<file path="src/rtl/dma_xfer_pkg.sv">
package dma_xfer_pkg;

    typedef enum logic [2:0] {
        ST_IDLE      = 3'd0,
        ST_ASK_BUS   = 3'd1,
        ST_READ      = 3'd2,
        ST_CAPTURE   = 3'd3,
        ST_WRITE     = 3'd4,
        ST_FINISH    = 3'd5,
        ST_WAIT_DROP = 3'd6
    } dma_state_e;

    localparam logic CFG_SEL_SRC = 1'b0;
    localparam logic CFG_SEL_DST = 1'b1;

endpackage

</file>
<file path="src/rtl/dma_cfg_regs.sv">
module dma_cfg_regs #(
    parameter int ADDR_W = 16
) (
    input  logic              clk,
    input  logic              rst_n,
    input  logic              wr_en,
    input  logic              sel,
    input  logic [ADDR_W-1:0] wdata,
    output logic [ADDR_W-1:0] src_addr,
    output logic [ADDR_W-1:0] dst_addr
);
    import dma_xfer_pkg::*;

    logic [ADDR_W-1:0] src_q;
    logic [ADDR_W-1:0] dst_q;

    always_ff @(posedge clk or negedge rst_n) begin
        if (!rst_n) begin
            src_q <= '0;
            dst_q <= '0;
        end else if (wr_en) begin
            if (sel == CFG_SEL_SRC) src_q <= wdata;
            else                    dst_q <= wdata;
        end
    end

    assign src_addr = src_q;
    assign dst_addr = dst_q;

endmodule

</file>
<file path="src/rtl/dma_fsm.sv">
module dma_fsm (
    input  logic clk,
    input  logic rst_n,
    input  logic per_req,
    input  logic bus_grant,
    output logic idle,
    output logic own_bus,
    output logic rd_strobe,
    output logic cap_en,
    output logic wr_strobe,
    output logic bus_req,
    output logic per_ack,
    output logic done,
    output logic status
);
    import dma_xfer_pkg::*;

    dma_state_e state_q;
    dma_state_e state_d;
    logic       status_q;

    // Next-state logic
    always_comb begin
        state_d = state_q;
        unique case (state_q)
            ST_IDLE:      if (per_req)   state_d = ST_ASK_BUS;
            ST_ASK_BUS:   if (bus_grant) state_d = ST_READ;
            ST_READ:                     state_d = ST_CAPTURE;
            ST_CAPTURE:                  state_d = ST_WRITE;
            ST_WRITE:                    state_d = ST_FINISH;
            ST_FINISH:
                if (!bus_grant && !per_req) state_d = ST_IDLE;
                else                        state_d = ST_WAIT_DROP;
            ST_WAIT_DROP:
                if (!bus_grant && !per_req) state_d = ST_IDLE;
            default:                     state_d = ST_IDLE;
        endcase
    end

    // State register
    always_ff @(posedge clk or negedge rst_n) begin
        if (!rst_n) state_q <= ST_IDLE;
        else        state_q <= state_d;
    end

    // Completion flag: set on finish, cleared when a new request is taken
    always_ff @(posedge clk or negedge rst_n) begin
        if (!rst_n)                              status_q <= 1'b0;
        else if (state_q == ST_WRITE)            status_q <= 1'b1;
        else if (state_q == ST_IDLE && per_req)  status_q <= 1'b0;
    end

    // Moore outputs
    always_comb begin
        idle      = 1'b0;
        own_bus   = 1'b0;
        rd_strobe = 1'b0;
        cap_en    = 1'b0;
        wr_strobe = 1'b0;
        bus_req   = 1'b0;
        per_ack   = 1'b0;
        done      = 1'b0;
        unique case (state_q)
            ST_IDLE:      idle = 1'b1;
            ST_ASK_BUS:   bus_req = 1'b1;
            ST_READ: begin
                bus_req   = 1'b1;
                per_ack   = 1'b1;
                own_bus   = 1'b1;
                rd_strobe = 1'b1;
            end
            ST_CAPTURE: begin
                bus_req = 1'b1;
                per_ack = 1'b1;
                own_bus = 1'b1;
                cap_en  = 1'b1;
            end
            ST_WRITE: begin
                bus_req   = 1'b1;
                per_ack   = 1'b1;
                own_bus   = 1'b1;
                wr_strobe = 1'b1;
            end
            ST_FINISH:    done = 1'b1;
            ST_WAIT_DROP: ;
            default:      ;
        endcase
    end

    assign status = status_q;

endmodule

</file>
<file path="src/rtl/dma_datapath.sv">
module dma_datapath #(
    parameter int ADDR_W = 16,
    parameter int DATA_W = 8
) (
    input  logic              clk,
    input  logic              rst_n,
    input  logic              own_bus,
    input  logic              rd_strobe,
    input  logic              cap_en,
    input  logic              wr_strobe,
    input  logic [ADDR_W-1:0] src_addr,
    input  logic [ADDR_W-1:0] dst_addr,
    input  logic [DATA_W-1:0] bus_rdata,
    output logic              bus_oe,
    output logic              bus_en,
    output logic              bus_wr,
    output logic [ADDR_W-1:0] bus_addr,
    output logic [DATA_W-1:0] bus_wdata
);
    logic [DATA_W-1:0] hold_q;

    always_ff @(posedge clk or negedge rst_n) begin
        if (!rst_n)      hold_q <= '0;
        else if (cap_en) hold_q <= bus_rdata;
    end

    always_comb begin
        bus_oe    = own_bus;
        bus_en    = own_bus & (rd_strobe | wr_strobe);
        bus_wr    = own_bus & wr_strobe;
        bus_addr  = '0;
        bus_wdata = '0;
        if (own_bus && rd_strobe) bus_addr = src_addr;
        if (own_bus && wr_strobe) begin
            bus_addr  = dst_addr;
            bus_wdata = hold_q;
        end
    end

endmodule

</file>
<file path="src/rtl/dma_xfer_ctrl.sv">
module dma_xfer_ctrl #(
    parameter int ADDR_W = 16,
    parameter int DATA_W = 8
) (
    input  logic              clk,
    input  logic              rst_n,
    input  logic              cfg_we,
    input  logic              cfg_sel,
    input  logic [ADDR_W-1:0] cfg_wdata,
    input  logic              per_req,
    output logic              per_ack,
    output logic              bus_req,
    input  logic              bus_grant,
    output logic              bus_oe,
    output logic              bus_en,
    output logic              bus_wr,
    output logic [ADDR_W-1:0] bus_addr,
    output logic [DATA_W-1:0] bus_wdata,
    input  logic [DATA_W-1:0] bus_rdata,
    output logic              xfer_done,
    output logic              xfer_status
);
    logic              idle;
    logic              own_bus;
    logic              rd_strobe;
    logic              cap_en;
    logic              wr_strobe;
    logic [ADDR_W-1:0] src_addr;
    logic [ADDR_W-1:0] dst_addr;

    dma_fsm u_fsm (
        .clk       (clk),
        .rst_n     (rst_n),
        .per_req   (per_req),
        .bus_grant (bus_grant),
        .idle      (idle),
        .own_bus   (own_bus),
        .rd_strobe (rd_strobe),
        .cap_en    (cap_en),
        .wr_strobe (wr_strobe),
        .bus_req   (bus_req),
        .per_ack   (per_ack),
        .done      (xfer_done),
        .status    (xfer_status)
    );

    dma_cfg_regs #(.ADDR_W(ADDR_W)) u_cfg (
        .clk      (clk),
        .rst_n    (rst_n),
        .wr_en    (cfg_we & idle),
        .sel      (cfg_sel),
        .wdata    (cfg_wdata),
        .src_addr (src_addr),
        .dst_addr (dst_addr)
    );

    dma_datapath #(.ADDR_W(ADDR_W), .DATA_W(DATA_W)) u_dp (
        .clk       (clk),
        .rst_n     (rst_n),
        .own_bus   (own_bus),
        .rd_strobe (rd_strobe),
        .cap_en    (cap_en),
        .wr_strobe (wr_strobe),
        .src_addr  (src_addr),
        .dst_addr  (dst_addr),
        .bus_rdata (bus_rdata),
        .bus_oe    (bus_oe),
        .bus_en    (bus_en),
        .bus_wr    (bus_wr),
        .bus_addr  (bus_addr),
        .bus_wdata (bus_wdata)
    );

endmodule

</file>
<file path="config.mk">
export PLATFORM = sky130hd
export DESIGN_NAME = dma_xfer_ctrl
export DESIGN_NICKNAME = d
export VERILOG_FILES = /design/src/rtl/dma_xfer_pkg.sv /design/src/rtl/dma_cfg_regs.sv /design/src/rtl/dma_fsm.sv /design/src/rtl/dma_datapath.sv /design/src/rtl/dma_xfer_ctrl.sv
export SDC_FILE = /design/constraint.sdc
export NUM_CORES = 1
export LEC_CHECK = 0
export ABC_AREA = 1
export BUFFER_PORTS_ARGS = -buffer_cell sky130_fd_sc_hd__buf_4
export CAP_MARGIN = 20
export CORE_ASPECT_RATIO = 1.2
export CORE_UTILIZATION = 53
export CTS_BUF_LIST = sky130_fd_sc_hd__clkbuf_8
export DETAILED_ROUTE_END_ITERATION = 10
export PLACE_DENSITY = 0.82
export REMOVE_ABC_BUFFERS = 1
export SLEW_MARGIN = 20
export SYNTH_ARGS = -nofsm -noshare
export SYNTH_HDL_FRONTEND = slang
export SYNTH_SLANG_ARGS = --single-unit
</file>
<file path="constraint.sdc">
create_clock -name clk -period 1.4 [get_ports clk]
set_input_delay 0.14 -clock clk [delete_from_list [all_inputs] [get_ports clk]]
set_output_delay 0.14 -clock clk [all_outputs]
set_load 0.02 [all_outputs]
</file>
==> out/results.ini, run 1 <==
[logic_synthesis]
synth_edf_count = 0
syn_area_sq_um = 2070
synthArstFlopShare = 1.00
avgSynthCellArea_sq_um = 8.01
synth_cells = 258
yosys_most_used_dff = dfrtp_1
seq_area_frac_synth = 0.533
yosysWarnings = 0
yosysMostFrequentCell = nand2_1
synth_top_area_share = 0.533
synth_area_leaders = dfrtp_1, nand2_1, o21ai_1, nand3_1, inv_1
yosysTopAreaCell = dfrtp_1
synth_cell_types = 16
synth_seq_cells = 44
yosys-top-cells-count = nand2_1, dfrtp_1, o21ai_1, inv_1, nand3_1

[place]
io_buffers = 60
preCtsSetupSlack_ns = 0.104
gp_congestion = 0.825
placed_area_sq_um = 2600
place_hpwl_mm = 3.15
dp.cells = 370

[die]
coreArea_sq_um = 3690
rows = 24
die_h_microns = 70.4
io_pins = 61
die_area_sq_um = 4150
die_x_microns = 59.0
initial_core_util = 0.560

[cts]
cts_tree = done
cts_buffer_depth = 2
h-tree-depth = 2
cts.sinks = 44
clk-insertion-delay-late_ns = 0.31
cts_inserted_buffers = 5
cts_root_buf = clkbuf_8
clk_pin_slew_ns = 0.08

[sta]
finalSetupViolCount = 61
hold_ws_ns = 0.0348
period_needed_ns = 1.68
worstMarginPinSlew_ns = 0.547
min_period_over_period = 1.20
grt_setup_unrepaired = true
hold_viol = 0
final_max_slew_viol_count = 0
max_freq_ghz = 0.594
slew_headroom = 0.635
postLayoutSetupSlackWorst_ns = -0.283
setup_tns_ns = -12.73
clock_skew_ns = 0.00354

[power]
vdd.ir_drop.worst_v = 0.00141
power_frac_seq = 0.351
pwr-share-comb = 0.523
intPower_mw = 3.85
p_leak_nw = 1.67
p_per_area_nw_per_um2 = 2110
power_mw = 6.73
p_sw_mw = 2.88
swShare = 0.427
clock_power_share = 0.126

[worst_setup_path]
timing.rr.start = u_fsm.state_q[0]
critPathMaxFanout = 4
critPathCapture = bus_addr[3]
crit_type = reg -> out
max_stage_delay_ns = 0.45
cp_cell_sequence = inv_2 -> nand2_4 -> nor2_4 -> buf_4 -> nand2_1 -> nand2_1 -> buf_4
crit_slowest_cell = dfrtp_2
crit_start = u_fsm.state_q[0]
r2r_setup_slack_ns = -0.25
endpoint_kind = primary output
arrival_ns = 1.54
reg2regPathDepth = 9
reg2reg_to = u_cfg.src_addr[5]
cp.required_ns = 1.26
worstSetupStartpointType = flip-flop

[drt]
avgRoutedWirePerCell_microns = 15.6
firstDrtPassIters = 4
vias = 2049
drt_iter0_markers = 101
vias_per_cell = 5.25
drc = 0
ant_nets = 0
routed_wirelength_mm = 6.10

[cells_and_area]
fillers = 201
layout.nets = 367
final_core_util = 0.862
regArea_sq_um = 1100
drive_gt1_frac = 0.467
instances_no_fill = 390
fin_area_sq_um = 3180
antennaDiodeCount = 0
multi_input_comb_area_sq_um = 980
area_delta_synth_final_pct = 54.0

[grt]
grt_antenna_before_repair = 0
grt_pass1_wl_mm = 7.78
grt_start_max_net_pins = 45
overflow = 0
grt_usage = 0.249
grt_pass1_vias = 1821

[min_path]
hold_path.class = in -> reg
worstHoldStart = bus_rdata[3]

[flow_run]
max-cap-violations = 0

[status]
violations = setup timing
status = finished, violations left

[layout by cell type (no fill, tap or decap)]
| master | instances |
|---|---|
| nand3_1 | 23 |
| o21ai_2 | 10 |
| a21oi_1 | 1 |
| nand2_2 | 31 |
| nor2_4 | 3 |
| nor2_1 | 14 |
| inv_2 | 5 |
| buf_6 | 21 |
| nand4_1 | 1 |
| buf_8 | 1 |
| nand2_1 | 37 |
| nand2_4 | 12 |
| clkbuf_8 | 6 |
| dfrtp_1 | 42 |
| clkinvlp_4 | 1 |
| o21ai_0 | 10 |
| nand3_4 | 2 |
| o21ai_1 | 22 |
| dlygate4sd3_1 | 1 |
| dfrtp_2 | 2 |
| buf_4 | 56 |
| nand3_2 | 1 |
| inv_1 | 29 |
| nor2_2 | 1 |
| clkbuf_16 | 3 |
| buf_12 | 3 |
[registers in the layout (all words and copies together) (netlist names)]
signal / cells
u_fsm.state_q: 3
u_fsm.status: 1
u_dp.hold_q: 8
u_cfg.dst_addr: 16
u_cfg.src_addr: 16
[layer usage]
metal	track usage	vias to the layer above	part of all wire
met2	0.448	97	0.54
met3	0.0685	16	0.066
met1	0.279	968	0.37
met5	0	-	0
met4	0.0688	0	0.023
li1	-	968	-
[cells by family after synthesis]
group | Yosys count | share of synthesized area
AND/OR/NAND/NOR | 125 | 0.265
AO/OA/AOI/OAI | 43 | 0.104
buffers and inverters | 46 | 0.0987
flip-flops | 44 | 0.533
[what timing repair did]
action	in CTS	in global routing
gates resized for setup	32	65
gates cloned	0	4
hold endpoints to repair	44	0
pin swaps	0	4
buffers inserted	4	3
hold buffers	1	0
endpoints found under the setup margin	29	58
[how the worst min path moves through the flow]
| stage | endpoint | slack, ns | depth (start not counted) |
|---|---|---|---|
| 4_1_cts | u_dp.hold_q[3] | 0.04 | 3 |
| 6_report | u_dp.hold_q[3] | 0.03 | 3 |
| 5_1_grt | u_dp.hold_q[1] | 0.03 | 3 |
| 3_5_place_dp | u_dp.hold_q[7] | 0.17 | 1 |
| 3_3_place_gp | u_dp.hold_q[4] | 0.16 | 1 |
| 2_1_floorplan | u_cfg.dst_addr[0] | -0.16 | 0 |
[worst max-delay path: cells and delay by family, from the launching register on]
| kind | cells | cell delay [ns] |
|---|---|---|
| buffers and inverters | 3 | 0.41 |
| flip-flops | 1 | 0.45 |
| AND/OR/NAND/NOR | 4 | 0.36 |
[power by group through the flow]
| stage | clock, mW | combinational [mW] | sequential (mW) |
|---|---|---|---|
| detailed placement | 0 | 2.61 | 2.20 |
| global route | 0.917 | 3.79 | 2.42 |
| global placement | 0 | 2.54 | 2.17 |
| CTS | 0.842 | 2.87 | 2.19 |
| floorplan | 0 | 1.57 | 2.15 |
| finish | 0.849 | 3.52 | 2.36 |
[final cells by class]
class,instances,share of cell area
well taps,52,0.0204
multi-input cells,168,0.308
repair buffers,85,0.257
inverters,33,0.0389
flip-flops and latches,44,0.347
clock buffers,6,0.0259
clock inverters,2,0.00354
No activity file was read; power rests on OpenSTA's default activity.
==> inputs of run 2 (changes only) <==
CORE_UTILIZATION = 49   (was 53)
HOLD_SLACK_MARGIN = 0.06   (was default)
PLACE_DENSITY = 0.76   (was 0.82)
==> run 2 against run 1 <==
Core utilization is 9.9 points lower. Clock skew is 0.0010 ns higher. Fmax is 4.4% higher. Critical path type unchanged. Routed wire length is 14% lower. The flow still finishes with violations (setup timing). Sequential power is 6% lower. Count of clock-buffer cells in the layout is 1 lower. Final area is 4.0% lower. Non-clock buffer count is 2 lower. Combinational power is 8.0% lower.
==> out/results.ini, run 2 (synthesis results as in run 1) <==
[die]
die_x_microns = 61.3  ; +3.9%
io_pins = 61  ; unchanged
die_area_sq_um = 4480  ; +7.9%
initial_core_util = 0.516  ; -0.0434
die_h_microns = 73.1  ; +3.9%
rows = 25  ; +4.2%
coreArea_sq_um = 4000  ; +8.4%

[worst_setup_path]
timing.rr.start = u_fsm.state_q[0]
cp.required_ns = 1.26  ; about the same
critPathMaxFanout = 6  ; +2
cp_cell_sequence = inv_2 -> nand2_4 -> nor2_4 -> buf_6 -> nand2_2 -> nand2_2 -> buf_6
crit_type = reg -> out
crit_buf_inv = 3  ; unchanged
worstSetupStartpointType = flip-flop
max_stage_delay_ns = 0.42  ; -0.03 ns
endpoint_kind = primary output
cpLargestDelayFamily = flip-flops
reg2regPathDepth = 8  ; -1
arrival_ns = 1.47  ; -0.07 ns
reg2reg_to = u_cfg.dst_addr[11]
crit_slowest_cell = dfrtp_1
r2r_setup_slack_ns = -0.06  ; +0.19 ns

[cells_and_area]
layout.nets = 365  ; -0.54%
drive_gt1_frac = 0.418  ; -0.0495
fillers = 292  ; +45%
antennaDiodeCount = 0  ; unchanged
layout_commonest_cell = buf_4
instances_no_fill = 389  ; -0.26%
area_delta_synth_final_pct = 47.8
final_cell_mix = buf_4, dfrtp_1, nand2_1, nand2_2
final_core_util = 0.763  ; -0.0987

[sta]
hold_ws_ns = 0.0621  ; +0.0273 ns
period_needed_ns = 1.61  ; -0.0702 ns
worstMarginPinSlew_ns = 0.546  ; -0.000981 ns
min_period_over_period = 1.15  ; -0.0502
final_max_slew_viol_count = 0  ; unchanged
slew_headroom = 0.636  ; +0.000654
clock_skew_ns = 0.00453  ; +0.000997 ns
postLayoutSetupSlackWorst_ns = -0.213  ; +0.0702 ns
max_freq_ghz = 0.620  ; +4.4%
hold_viol = 0  ; unchanged
finalSetupViolCount = 44  ; -28%
grt_setup_unrepaired = true

[status]
status = finished, violations left
violations = setup timing

[place]
place_hpwl_mm = 3.14  ; -0.36%
dp.cells = 372  ; +0.54%
io_buffers = 60  ; unchanged
gp_congestion = 0.932  ; +13%

[cts]
cts_inserted_buffers = 5  ; unchanged
h-tree-depth = 2  ; unchanged
clk_pin_slew_ns = 0.08  ; about the same
cts_tree = done
cts.sinks = 44  ; unchanged
clk-insertion-delay-late_ns = 0.29  ; -0.02 ns
cts_root_buf = clkbuf_8
cts_buffer_depth = 2  ; unchanged

[drt]
firstDrtPassIters = 4  ; unchanged
avgRoutedWirePerCell_microns = 13.5  ; -13%
vias = 1955  ; -4.6%
ant_nets = 0  ; unchanged
routed_wirelength_mm = 5.27  ; -14%
drc = 0  ; unchanged
vias_per_cell = 5.03  ; -4.3%
drt_iter0_markers = 152  ; +50%

[grt]
grt_antenna_before_repair = 0  ; unchanged
grt_usage = 0.222  ; -0.0271
overflow = 0  ; unchanged
grt_pass1_vias = 1769  ; -2.9%
grt_pass1_wl_mm = 7.34  ; -5.7%
grt_start_max_net_pins = 45  ; unchanged

[min_path]
hold_path_depth = 3  ; unchanged
hold_path.class = in -> reg
worstHoldStart = bus_rdata[0]
min_to = u_dp.hold_q[0]

[flow_run]
max-cap-violations = 0  ; unchanged

[power]
p_per_area_nw_per_um2 = 2040  ; -3.5%
p_leak_nw = 1.62  ; -3.1%
vdd.ir_drop.worst_v = 0.00138  ; -1.7%

## run 2: what timing repair did
item,CTS,global route
endpoints found under the setup margin,29,59
gates cloned,0,4
setup buffers,2,3
gates resized for setup,15,55
hold endpoints to repair,44,0
hold buffers,1,0
pin swaps,0,6
## run 2: layer usage
metal,global-route usage,routed length (microns),part of all wire,vias up
li1,-,-,-,958
met1,0.257,2200,0.42,916
met2,0.385,2660,0.50,69
met3,0.0585,306,0.058,12
met4,0.0783,97,0.018,0
met5,0,0,0,-
## run 2: worst max path at each step
| stage | from | to | slack (ns) | depth (start not counted) |
|---|---|---|---|---|
| floorplan | u_fsm.state_q[2] | bus_wdata[0] | -0.18 | 4 |
| global placement | u_fsm.state_q[0] | bus_addr[15] | 0.11 | 7 |
| detailed placement | u_fsm.state_q[0] | bus_addr[15] | 0.09 | 7 |
| CTS | u_fsm.state_q[1] | bus_wdata[1] | -0.17 | 6 |
| global route | u_fsm.state_q[0] | bus_wdata[3] | -0.30 | 6 |
| finish | u_fsm.state_q[0] | bus_addr[0] | -0.21 | 7 |
## run 2: where the power goes
part           internal [mW]  leakage [nW]  switching, mW  total [mW]
clock                  0.338        0.0400          0.417       0.755
combinational           1.44          1.03           1.80        3.24
sequential              1.86         0.548          0.367        2.23
total                   3.64          1.62           2.59        6.23
## run 2: area by class of cell
| class | count | area (sq um) | share of cell area |
|---|---|---|---|
| timing repair buffer | 83 | 793 | 0.260 |
| inverter | 33 | 126 | 0.0414 |
| tap | 54 | 67.6 | 0.0221 |
| clock buffer | 5 | 68.8 | 0.0225 |
| multi-input combinational | 168 | 886 | 0.290 |
| clock inverter | 2 | 12.5 | 0.00410 |
| sequential | 44 | 1100 | 0.360 |
## run 2: worst min-delay path, cell delays in order
cell and delay (ns):
buf_4 0.08, nand2_1 0.04, o21ai_0 0.06
## run 2: through the flow
stage	instance area, sq um	worst slack [ns]	setup TNS [ns]	total power, mW
floorplan	1990	-0.184	-2.06	3.72
global placement	2620	0.113	0	4.76
detailed placement	2620	0.0925	0	4.84
CTS	2770	-0.174	-4.25	5.73
global route	3060	-0.298	-10.93	6.68
finish	3060	-0.213	-5.58	6.23
==> inputs of run 3 (changes only) <==
SKIP_CTS_REPAIR_TIMING = 1   (was default)
==> run 3 against run 2 <==
The flow still finishes with violations (setup timing). Combinational power decreased by 17%. Critical path depth unchanged. Setup slack improved by 0.0082 ns. Via count decreased by 5.9%. Worst hold slack improved by 0.0039 ns. Clock skew decreased by 0.0012 ns. Routed wire length decreased by 16%. Register-to-register slack improved by 0.17 ns. Global-route usage decreased by 0.15 points. Count of clock-buffer cells in the layout unchanged. First-iteration DRC count decreased by 14%. Non-clock buffer count decreased by 7.
==> out/results.ini, run 3 (synthesis results as in run 1) <==
[sta]
final_max_slew_viol_count = 0  ; unchanged
finalSetupViolCount = 29  ; -34%
period_needed_ns = 1.60  ; -0.00820 ns
postLayoutSetupSlackWorst_ns = -0.204  ; +0.00820 ns
hold_ws_ns = 0.0660  ; +0.00392 ns
hold_viol = 0  ; unchanged
slew_headroom = 0.644  ; +0.00776
worstMarginPinSlew_ns = 0.535  ; -0.0116 ns
min_period_over_period = 1.15  ; -0.00586
grt_setup_unrepaired = true
clock_skew_ns = 0.00333  ; -0.00120 ns
max_freq_ghz = 0.623  ; +0.51%
setup_tns_ns = -5.22  ; +0.359 ns

[worst_setup_path]
r2r_setup_slack_ns = 0.11  ; +0.17 ns
crit_type = reg -> out
cp.required_ns = 1.26  ; about the same
reg2reg_to = u_dp.hold_q[7]
reg2regPathDepth = 4  ; -4
endpoint_kind = primary output
timing.rr.start = u_fsm.state_q[2]
worstSetupStartpointType = flip-flop
critPathMaxFanout = 6  ; unchanged
arrival_ns = 1.46  ; about the same

[cts]
clk_pin_slew_ns = 0.08  ; about the same
cts_root_buf = clkbuf_8
cts_tree = done
h-tree-depth = 2  ; unchanged
cts_inserted_buffers = 5  ; unchanged
clk-insertion-delay-late_ns = 0.29  ; about the same
cts_buffer_depth = 2  ; unchanged
cts.sinks = 44  ; unchanged

[place]
placed_area_sq_um = 2620  ; unchanged
io_buffers = 60  ; unchanged
place_hpwl_mm = 3.14  ; unchanged
gp_congestion = 0.932  ; unchanged

[cells_and_area]
regArea_sq_um = 1100  ; unchanged
layout.nets = 358  ; -1.9%
fin_area_sq_um = 2720  ; -11%
antennaDiodeCount = 0  ; unchanged
area_delta_synth_final_pct = 31.7
final_cell_mix = nand2_1, buf_4, dfrtp_1, o21ai_1, inv_1
drive_gt1_frac = 0.284  ; -0.134
multi_input_comb_area_sq_um = 762  ; -14%
layout_commonest_cell = nand2_1
fillers = 353  ; +21%

[power]
power_frac_seq = 0.385  ; +0.027
p_sw_mw = 2.29  ; -11%
p_per_area_nw_per_um2 = 2060  ; +1.0%
swShare = 0.409  ; -0.00568
p_leak_nw = 1.51  ; -6.7%
pwr-share-comb = 0.481  ; -0.039
intPower_mw = 3.31  ; -9.1%
clock_power_share = 0.133  ; +0.012
vdd.ir_drop.worst_v = 0.00112  ; -19%

[drt]
vias_per_cell = 4.81  ; -4.2%
routed_wirelength_mm = 4.43  ; -16%
ant_nets = 0  ; unchanged
firstDrtPassIters = 5  ; +1
drt_iter0_markers = 131  ; -14%
vias = 1839  ; -5.9%
drc = 0  ; unchanged
avgRoutedWirePerCell_microns = 11.6  ; -14%

[die]
die_area_sq_um = 4480  ; unchanged
initial_core_util = 0.516  ; unchanged
coreArea_sq_um = 4000  ; unchanged
die_h_microns = 73.1  ; unchanged
rows = 25  ; unchanged
io_pins = 61  ; unchanged
die_x_microns = 61.3  ; unchanged

[grt]
grt_usage = 0.220  ; -0.00147
grt_pass1_wl_mm = 7.30  ; -0.56%
grt_start_max_net_pins = 45  ; unchanged
grt_antenna_before_repair = 0  ; unchanged
overflow = 0  ; unchanged
grt_pass1_vias = 1746  ; -1.3%

[min_path]
hold_path_depth = 3  ; unchanged
worstHoldStart = bus_rdata[3]
min_to = u_dp.hold_q[3]
hold_path.class = in -> reg

[status]
violations = setup timing
status = finished, violations left

[flow_run]
max-cap-violations = 0  ; unchanged

==> run 3: cell types whose count changed in the layout (fill, tap and decap cells not counted), moves of 3 or more <==
cell | previous run | this run
o21ai_1 | 29 | 32
nand2_1 | 42 | 79
clkbuf_16 | 3 | 0
nand2_2 | 36 | 0
buf_4 | 54 | 74
o21ai_2 | 3 | 0
buf_6 | 22 | 0
==> run 3: worst max path at each step <==
stage | start | end | slack [ns] | depth (start not counted)
5_1_grt | u_fsm.state_q[0] | bus_wdata[3] | -0.33 | 6
2_1_floorplan | u_fsm.state_q[2] | bus_wdata[0] | -0.18 | 4
3_3_place_gp | u_fsm.state_q[0] | bus_addr[15] | 0.11 | 7
4_1_cts | u_fsm.state_q[0] | bus_addr[0] | -0.24 | 7
3_5_place_dp | u_fsm.state_q[0] | bus_addr[15] | 0.09 | 7
6_report | u_fsm.state_q[0] | bus_addr[0] | -0.20 | 7
==> run 3: metrics by stage <==
| step | std cells | utilization | setup WS [ns] | power (mW) |
|---|---|---|---|---|
| floorplan | 245 | - | -0.184 | 3.72 |
| global placement | 372 | 0.653 | 0.113 | 4.76 |
| detailed placement | 372 | 0.653 | 0.0925 | 4.84 |
| CTS | 379 | 0.673 | -0.239 | 5.60 |
| global route | 382 | 0.680 | -0.327 | 6.08 |
| finish | 382 | 0.680 | -0.204 | 5.61 |
==> run 3: cell type report <==
class	instances	area share
clock buffers	5	0.0253
clock inverters	2	0.00460
inverters	33	0.0455
multi-input cells	168	0.280
flip-flops and latches	44	0.405
well taps	54	0.0248
repair buffers	76	0.215
==> run 3: power by group through the flow <==
| stage | Clock (mW) | Sequential (mW) | Combinational, mW |
|---|---|---|---|
| 6_report | 0.747 | 2.16 | 2.70 |
| 5_1_grt | 0.821 | 2.24 | 3.02 |
| 4_1_cts | 0.771 | 2.16 | 2.67 |
| 3_5_place_dp | 0 | 2.18 | 2.66 |
| 3_3_place_gp | 0 | 2.16 | 2.60 |
| 2_1_floorplan | 0 | 2.15 | 1.57 |
==> run 3: worst max-delay path, stage by stage, from the launching register on <==
cell	delay [ns]
dfrtp_1	0.42
inv_2	0.12
nand2_4	0.09
nor2_4	0.14
buf_4	0.17
nand2_1	0.05
nand2_1	0.06
buf_4	0.13
==> run 3: per-layer routing <==
metal,vias to the layer above,track usage,share of wire,routed length [microns]
li1,945,-,-,-
met1,814,0.258,0.44,1970
met2,72,0.378,0.47,2080
met3,8,0.0621,0.071,315
met4,0,0.0758,0.014,64
met5,-,0,0,0
